[src/rtl/strobe_port.sv]
module strobe_port #(
  parameter int W      = 8,
  parameter int SYNC   = 2,
  parameter int IE_IDX = 4
) (
  input  logic         clk,
  input  logic         rst_n,
  input  logic         dir_out,
  input  logic [1:0]   host_addr,
  input  logic [W-1:0] host_wdata,
  input  logic         host_rd_n,
  input  logic         host_wr_n,
  output logic [W-1:0] host_rdata,
  input  logic [W-1:0] per_din,
  output logic [W-1:0] per_dout,
  input  logic         per_stb_n,
  input  logic         per_ack_n,
  output logic         ibf,
  output logic         obf_n,
  output logic         irq
);
  localparam int NS = 4;
  localparam int IW = $clog2(W) > 3 ? $clog2(W) : 3;

  logic [NS-1:0] raw, pipe [SYNC], prev, now;
  assign raw = {host_rd_n, host_wr_n, per_ack_n, per_stb_n};

  always_ff @(posedge clk or negedge rst_n)
    if (!rst_n) pipe[0] <= '1;
    else        pipe[0] <= raw;

  for (genvar i = 1; i < SYNC; i++) begin : g_sync
    always_ff @(posedge clk or negedge rst_n)
      if (!rst_n) pipe[i] <= '1;
      else        pipe[i] <= pipe[i-1];
  end

  always_ff @(posedge clk or negedge rst_n)
    if (!rst_n) prev <= '1;
    else        prev <= now;

  assign now = pipe[SYNC-1];

  logic stb_s, ack_s, wr_s, rd_s;
  logic stb_fall, ack_fall, wr_rise, wr_fall, rd_rise, rd_fall;
  assign {rd_s, wr_s, ack_s, stb_s} = now;
  assign stb_fall = prev[0] & ~stb_s;
  assign ack_fall = prev[1] & ~ack_s;
  assign wr_rise  = ~prev[2] & wr_s;
  assign wr_fall  = prev[2] & ~wr_s;
  assign rd_rise  = ~prev[3] & rd_s;
  assign rd_fall  = prev[3] & ~rd_s;

  logic a_data, a_cmd;
  assign a_data = host_addr == 2'd0;
  assign a_cmd  = host_addr == 2'd2;

  logic wr_rise_dat, wr_fall_dat, rd_rise_dat, rd_fall_dat;
  assign wr_rise_dat = wr_rise & a_data;
  assign wr_fall_dat = wr_fall & a_data;
  assign rd_rise_dat = rd_rise & a_data;
  assign rd_fall_dat = rd_fall & a_data;

  logic cmd_hit;
  assign cmd_hit = wr_rise & a_cmd & ~host_wdata[W-1]
                 & (host_wdata[IW:1] == IW'(IE_IDX));

  logic         ie, dir_q;
  logic [W-1:0] in_lat, out_lat;

  always_ff @(posedge clk or negedge rst_n)
    if (!rst_n) ie <= 1'b0;
    else if (cmd_hit) ie <= host_wdata[0];

  always_ff @(posedge clk or negedge rst_n) begin
    if (!rst_n) begin
      dir_q   <= 1'b0;
      ibf     <= 1'b0;
      obf_n   <= 1'b1;
      irq     <= 1'b0;
      in_lat  <= '0;
      out_lat <= '0;
    end else begin
      dir_q <= dir_out;
      if (dir_q != dir_out) begin
        ibf   <= 1'b0;
        obf_n <= 1'b1;
        irq   <= 1'b0;
      end else if (!dir_out) begin
        if (stb_fall) begin
          in_lat <= per_din;
          ibf    <= 1'b1;
        end else if (rd_rise_dat) ibf <= 1'b0;
        if (!ie || rd_fall_dat) irq <= 1'b0;
        else if (stb_s && ibf && rd_s && !rd_rise_dat) irq <= 1'b1;
      end else begin
        if (wr_rise_dat) begin
          out_lat <= host_wdata;
          obf_n   <= 1'b0;
        end else if (ack_fall) obf_n <= 1'b1;
        if (!ie || wr_fall_dat) irq <= 1'b0;
        else if (ack_s && obf_n && wr_s && !wr_rise_dat) irq <= 1'b1;
      end
    end
  end

  assign per_dout = out_lat;

  always_comb begin
    host_rdata = '0;
    case (host_addr)
      2'd0:    host_rdata = in_lat;
      2'd1:    host_rdata = W'({irq, ie, dir_out ? obf_n : ibf});
      default: host_rdata = '0;
    endcase
  end
endmodule


[config.mk]
export PLATFORM = sky130hd
export DESIGN_NAME = strobe_port
export DESIGN_NICKNAME = d
export VERILOG_FILES = /design/src/rtl/strobe_port.sv
export SDC_FILE = /design/constraint.sdc
export NUM_CORES = 1
export LEC_CHECK = 0
export BUFFER_PORTS_ARGS = -buffer_cell sky130_fd_sc_hd__buf_2
export CORE_AREA = 5 5 80 82
export CTS_CLUSTER_DIAMETER = 50
export CTS_CLUSTER_SIZE = 20
export DETAILED_ROUTE_END_ITERATION = 16
export DIE_AREA = 0 0 85 87
export GPL_TIMING_DRIVEN = 0
export SYNTH_ARGS = -nofsm -noshare
export SYNTH_HDL_FRONTEND = slang
export SYNTH_SLANG_ARGS = --single-unit
[constraint.sdc]
create_clock -name clk -period 1.6 [get_ports clk]
set_input_delay 0.16 -clock clk [delete_from_list [all_inputs] [get_ports clk]]
set_output_delay 0.16 -clock clk [all_outputs]
set_load 0.01 [all_outputs]
# Yosys cells after proc, flatten, opt, wreduce, memory -nomap -nowiden

Cells that the tools add are included.

Multiplexer cells: 16
Reductions and logical operators: 21
Bitwise gates (word level): 22
Equality and inequality tests: 6

Operators by type and width:

| operator                                                         | number |
|---|---|
| 8-bit case mux with 2 select lines                               | 1 |
| 1-bit two-way mux                                                | 15 |
| 1-bit bitwise AND                                                | 13 |
| 1-bit NOT                                                        | 9 |
| 1-bit logical AND                                                | 6 |
| 2-bit AND reduction                                              | 3 |
| 3-bit AND reduction                                              | 2 |
| 3-bit nonzero test                                               | 2 |
| 4-bit by 1-bit != test with 1-bit output (second input constant) | 1 |
| 4-bit nonzero test                                               | 1 |
| 3-bit == test (second input constant)                            | 1 |
| 1-bit logical NOT                                                | 3 |
| 2-bit by 1-bit == test with 1-bit output (second input constant) | 1 |
| 2-bit == test (second input constant)                            | 1 |
| 2-bit logical NOT                                                | 1 |
| 1-bit logical OR                                                 | 2 |
| 2-bit by 1-bit != test with 1-bit output (second input constant) | 1 |
| 2-bit nonzero test                                               | 1 |
| 1-bit != test                                                    | 1 |

Bits in registers: 33
Output and inout bits: 19
Logic and storage cells: 75
Input bits: 25

# Logic depth before layout (Yosys ltp)

Word-level depth: 9
Mapped depth: 6

# Worst setup path before layout

No wires, ideal clock.

Kind: register -> register
Start: register dir_q
End: register irq
Data arrival time: 1.532 ns
Path buffers: 0
Stages on the path, launching flop included: 5
Setup slack: -0.060 ns
Period minus slack after synthesis: 1.660 ns
Path through: dfrtp_1 > ha_1 > a22o_1 > a2111oi_2 > mux2_1

Longest elaborated chain between the ends: 3
Elaborated cells between the ends (all ways): 5
Those cells by class: 2 x eq/ne; 1 x mux; 2 x reduce/logical

Ends and longest elaborated chain:

| item                                                                                            | RTL line | source |
|---|---|---|
| start, declared                                                                                 | 68       | `logic ie, dir_q;` |
| start signal, assigned                                                                          | 84       | `dir_q <= dir_out;` |
| 1-bit != test (*)                                                                               | 85       | `if (dir_q != dir_out) begin` |
| 4-bit by 1-bit != test with 1-bit output (no source line) or 4-bit nonzero test (tied branches) | --       |  |
| 2-bit AND reduction (no source line)                                                            | --       |  |
| end signal, assigned                                                                            | 88       | `irq <= 1'b0;` |
| end signal, assigned                                                                            | 94       | `if (!ie \|\| rd_fall_dat) irq <= 1'b0;` |
| end signal, assigned                                                                            | 95       | `else if (stb_s && ibf && rd_s && !rd_rise_dat) irq <= 1'b1;` |
| end, declared                                                                                   | 20       | `output logic irq` |

Every way passes the cells marked *; elsewhere a longest branch is shown, timed or not.
A chain may end at the register's enable or synchronous reset.

# Worst setup path in the final report

Same ends and word-level chain as after synthesis.

==> results.yml <==
placed_design:
  routabilityCongestion: 0.734
  postPlaceCellArea_um2: 1670
  hpwl_um: 2090
  portBuffers: 42
worst_hold_path:
  worstHoldPathCells: 1
  hold_path_startpoint: "dir_out"
  hold_end: "dir_q"
  worstHoldPathType: "input pin to flop"
critical_path:
  path_class: "flop to flop"
  cp_data_required_time_ns: 1.77
  reg2reg_depth: 5
  cp.arrival_ns: 1.78
  path_max_fanout: 5
  worst_setup_path_end_kind: "flop"
  r2r_setup_slack_ns: -0.007
  start_kind: "flop"
  reg2reg_from: "dir_q"
  r2r_end: "irq"
sta:
  fin_crit_ns: 1.61
  fin_tns_setup_ns: -0.00722
  fmax_mhz: 622
  slew_headroom_pct: 52.4
  fin_hold_ws_ns: 0.0862
  layout_setup_ws_ns: -0.00722
  period_share_pct: 100
  skew_ns: 0.00381
  finalMaxSlewViolations: 0
  setup_viol: 1
  hold_violations: 0
  rsz0062_at_grt: "yes"
  worstMarginPinSlew_ns: 0.714
synthesis:
  synth-compound-area-share_pct: 6.95
  ys_ff_latch: 33
  synth-simple-area-share_pct: 9.79
  yosys_warnings: 0
  synth_xor_xnor_area_share_pct: 0
  synth_edf_count: 0
  synth_top_family_by_area: "multiplexers"
  syn_area_um2: 1370
  synth_cell_types: 29
  synthCells: 100
  ys.flop_type: "dfrtp_1"
  synth_fa_ha_area_share_pct: 1.83
  syn-num-nets: 127
  seq_area_frac_synth_pct: 61.6
  synthMuxAreaShare_pct: 17.0
  avgSynthCellArea_um2: 13.7
  async_reset_ff_share_pct: 100
grt:
  grt_first_pass_wirelength_um: 4960
  grt_antenna_before_repair: 0
  track_usage_pct: 8.64
  grt_max_degree: 34
  grt-ovfl-total: 0
  grt_pass1_vias: 1057
route:
  drcViolationCount: 0
  dr_total_vias: 973
  drtIter0Drc: 46
  routed_wirelength_um: 2910
  antenna_left: 0
  via_per_inst: 4.19
  wl_per_cell_um: 12.5
  dr.pass1.iters: 4
floorplanning:
  die_area_um2: 7400
  coreArea_um2: 5680
  ios: 44
  die_h_um: 87
  start_util_pct: 24.1
  row_count: 28
  die_w_um: 85
pwr:
  switching_share_pct: 25.3
  powerDensity_nw_per_um2: 1090
  peakVddDrop_uv: 690
  p_switching_mw: 0.522
  pwr-share-clk_pct: 34.9
  p_total_mw: 2.06
  p_leak_nw: 0.892
  pwr-share-seq_pct: 48.9
  intPower_mw: 1.54
  p_comb_share_pct: 16.2
run_status:
  violations: "negative setup slack"
  outcome: "finished, violations left"
cts:
  cts_tree: "yes"
  cts_sinks: 33
  insertion_delay_ns: 0.28
  cts_made_buffers: 5
  clockBufferDepth: 2
  htree_levels: 2
  root_buffer: "clkbuf_8"
  path_clk_slew_ns: 0.07
cells_and_area:
  layout-drive-gt1-share_pct: 59.2
  num_antenna_cells: 0
  nFillCells: 567
  finalInstanceArea_um2: 1890
  seq_area_um2: 842
  nNetsFinal: 183
  syn_to_final_growth_pct: 38.3
  multi_input_area_um2: 533
run:
  cap_violations: 0
## Yosys cell counts, drive strengths merged (2+ instances only)
cell / n / share of area, %
nor2: 5 / 1.6
inv: 6 / 1.6
buf: 2 / 1.2
dfrtp: 20 / 37
nand2: 4 / 1.1
ha: 2 / 1.8
dfstp: 13 / 25
mux2: 18 / 15
a21oi: 5 / 1.8
and2: 6 / 2.7
mux2i: 3 / 2.2
nand2b: 3 / 1.4
## layout by cell type, fill, tap and decap left out, types with 2 or more instances in the layout
master,synthesis,final
inv_2,1,2
ha_4,0,2
nand2_1,4,4
nand2b_1,3,3
buf_4,0,2
mux2_2,17,17
dfrtp_1,20,20
nor2_1,4,4
dlygate4sd3_1,0,5
clkbuf_8,0,5
inv_1,5,4
buf_2,1,43
mux2i_1,3,3
a21oi_1,5,5
dfstp_2,13,13
and2_1,6,6
## power groups by stage
| stage | clock network [mW] | logic (mW) | registers [mW] |
|---|---|---|---|
| after floorplan | 0 | 0.154 | 1.03 |
| after global placement | 0 | 0.309 | 1.02 |
| after detailed placement | 0 | 0.313 | 1.02 |
| after CTS | 0.747 | 0.323 | 1.01 |
| after global routing | 0.803 | 0.372 | 1.02 |
| final | 0.720 | 0.334 | 1.01 |
## per-stage QoR
stage	utilization [%]	setup WS [ns]	std cells
after floorplan	-	0.0397	100
after global placement	29.5	-0.0757	217
after detailed placement	29.5	-0.0690	217
after CTS	32.3	-0.0548	230
after global routing	33.3	-0.0788	232
final	33.3	-0.00722	232
## critical path, stage by stage (launching register included)
cell       delay (ns)
dfrtp_1          0.41
inv_2            0.06
ha_4             0.17
a22o_1           0.21
a2111oi_4        0.31
mux2_4           0.33
## what timing repair did
item                                   CTS  global route
buffers inserted                         0             2
setup endpoints to repair                9            13
resized for setup                        1             6
endpoints found under the hold margin   24             0
pin swaps                                0             4
hold buffers                             5             0
## logic make-up after synthesis
kind of cell               after synthesis
DFF                                     33
muxes                                   21
buffers and inverters                    8
and+or+nand+nor                         23
AOI/OAI and AO/OA                       13
adders and majority gates                2
## how the worst max path moves through the flow
stage                        from  end  slack (ns)  depth (start not counted)
after floorplan             dir_q  irq        0.04                          4
after global placement    dir_out  irq       -0.08                          6
after detailed placement  dir_out  irq       -0.07                          6
after CTS                   dir_q  irq       -0.05                          4
after global routing        dir_q  irq       -0.08                          5
final                       dir_q  irq      -0.007                          5
## flip-flops by register name, summed over array words and instances, names as in the netlist
| register | count |
|---|---|
| in_lat | 8 |
| per_dout | 8 |
| now | 4 |
| pipe | 4 |
| prev | 4 |
| dir_q | 1 |
| ibf | 1 |
| ie | 1 |
| irq | 1 |
| obf_n | 1 |
## metal layers
layer / vias up / share of wire [%] / global-route usage [%]
li1: 462 / - / -
met4: 0 / 0.28 / 2.59
met1: 472 / 43 / 10.4
met5: - / 0 / 0
met3: 2 / 9.0 / 3.88
met2: 37 / 48 / 13.9
## area by class of cell
class	count	area share, %
Timing Repair Buffer	49	14.6
Inverter	6	1.19
Sequential cell	33	44.5
Clock inverter	2	0.794
Tap cell	75	4.96
Multi-Input combinational cell	59	28.2
Buffer	2	0.860
Clock buffer	6	4.96
(Power assumes the default switching activity.)
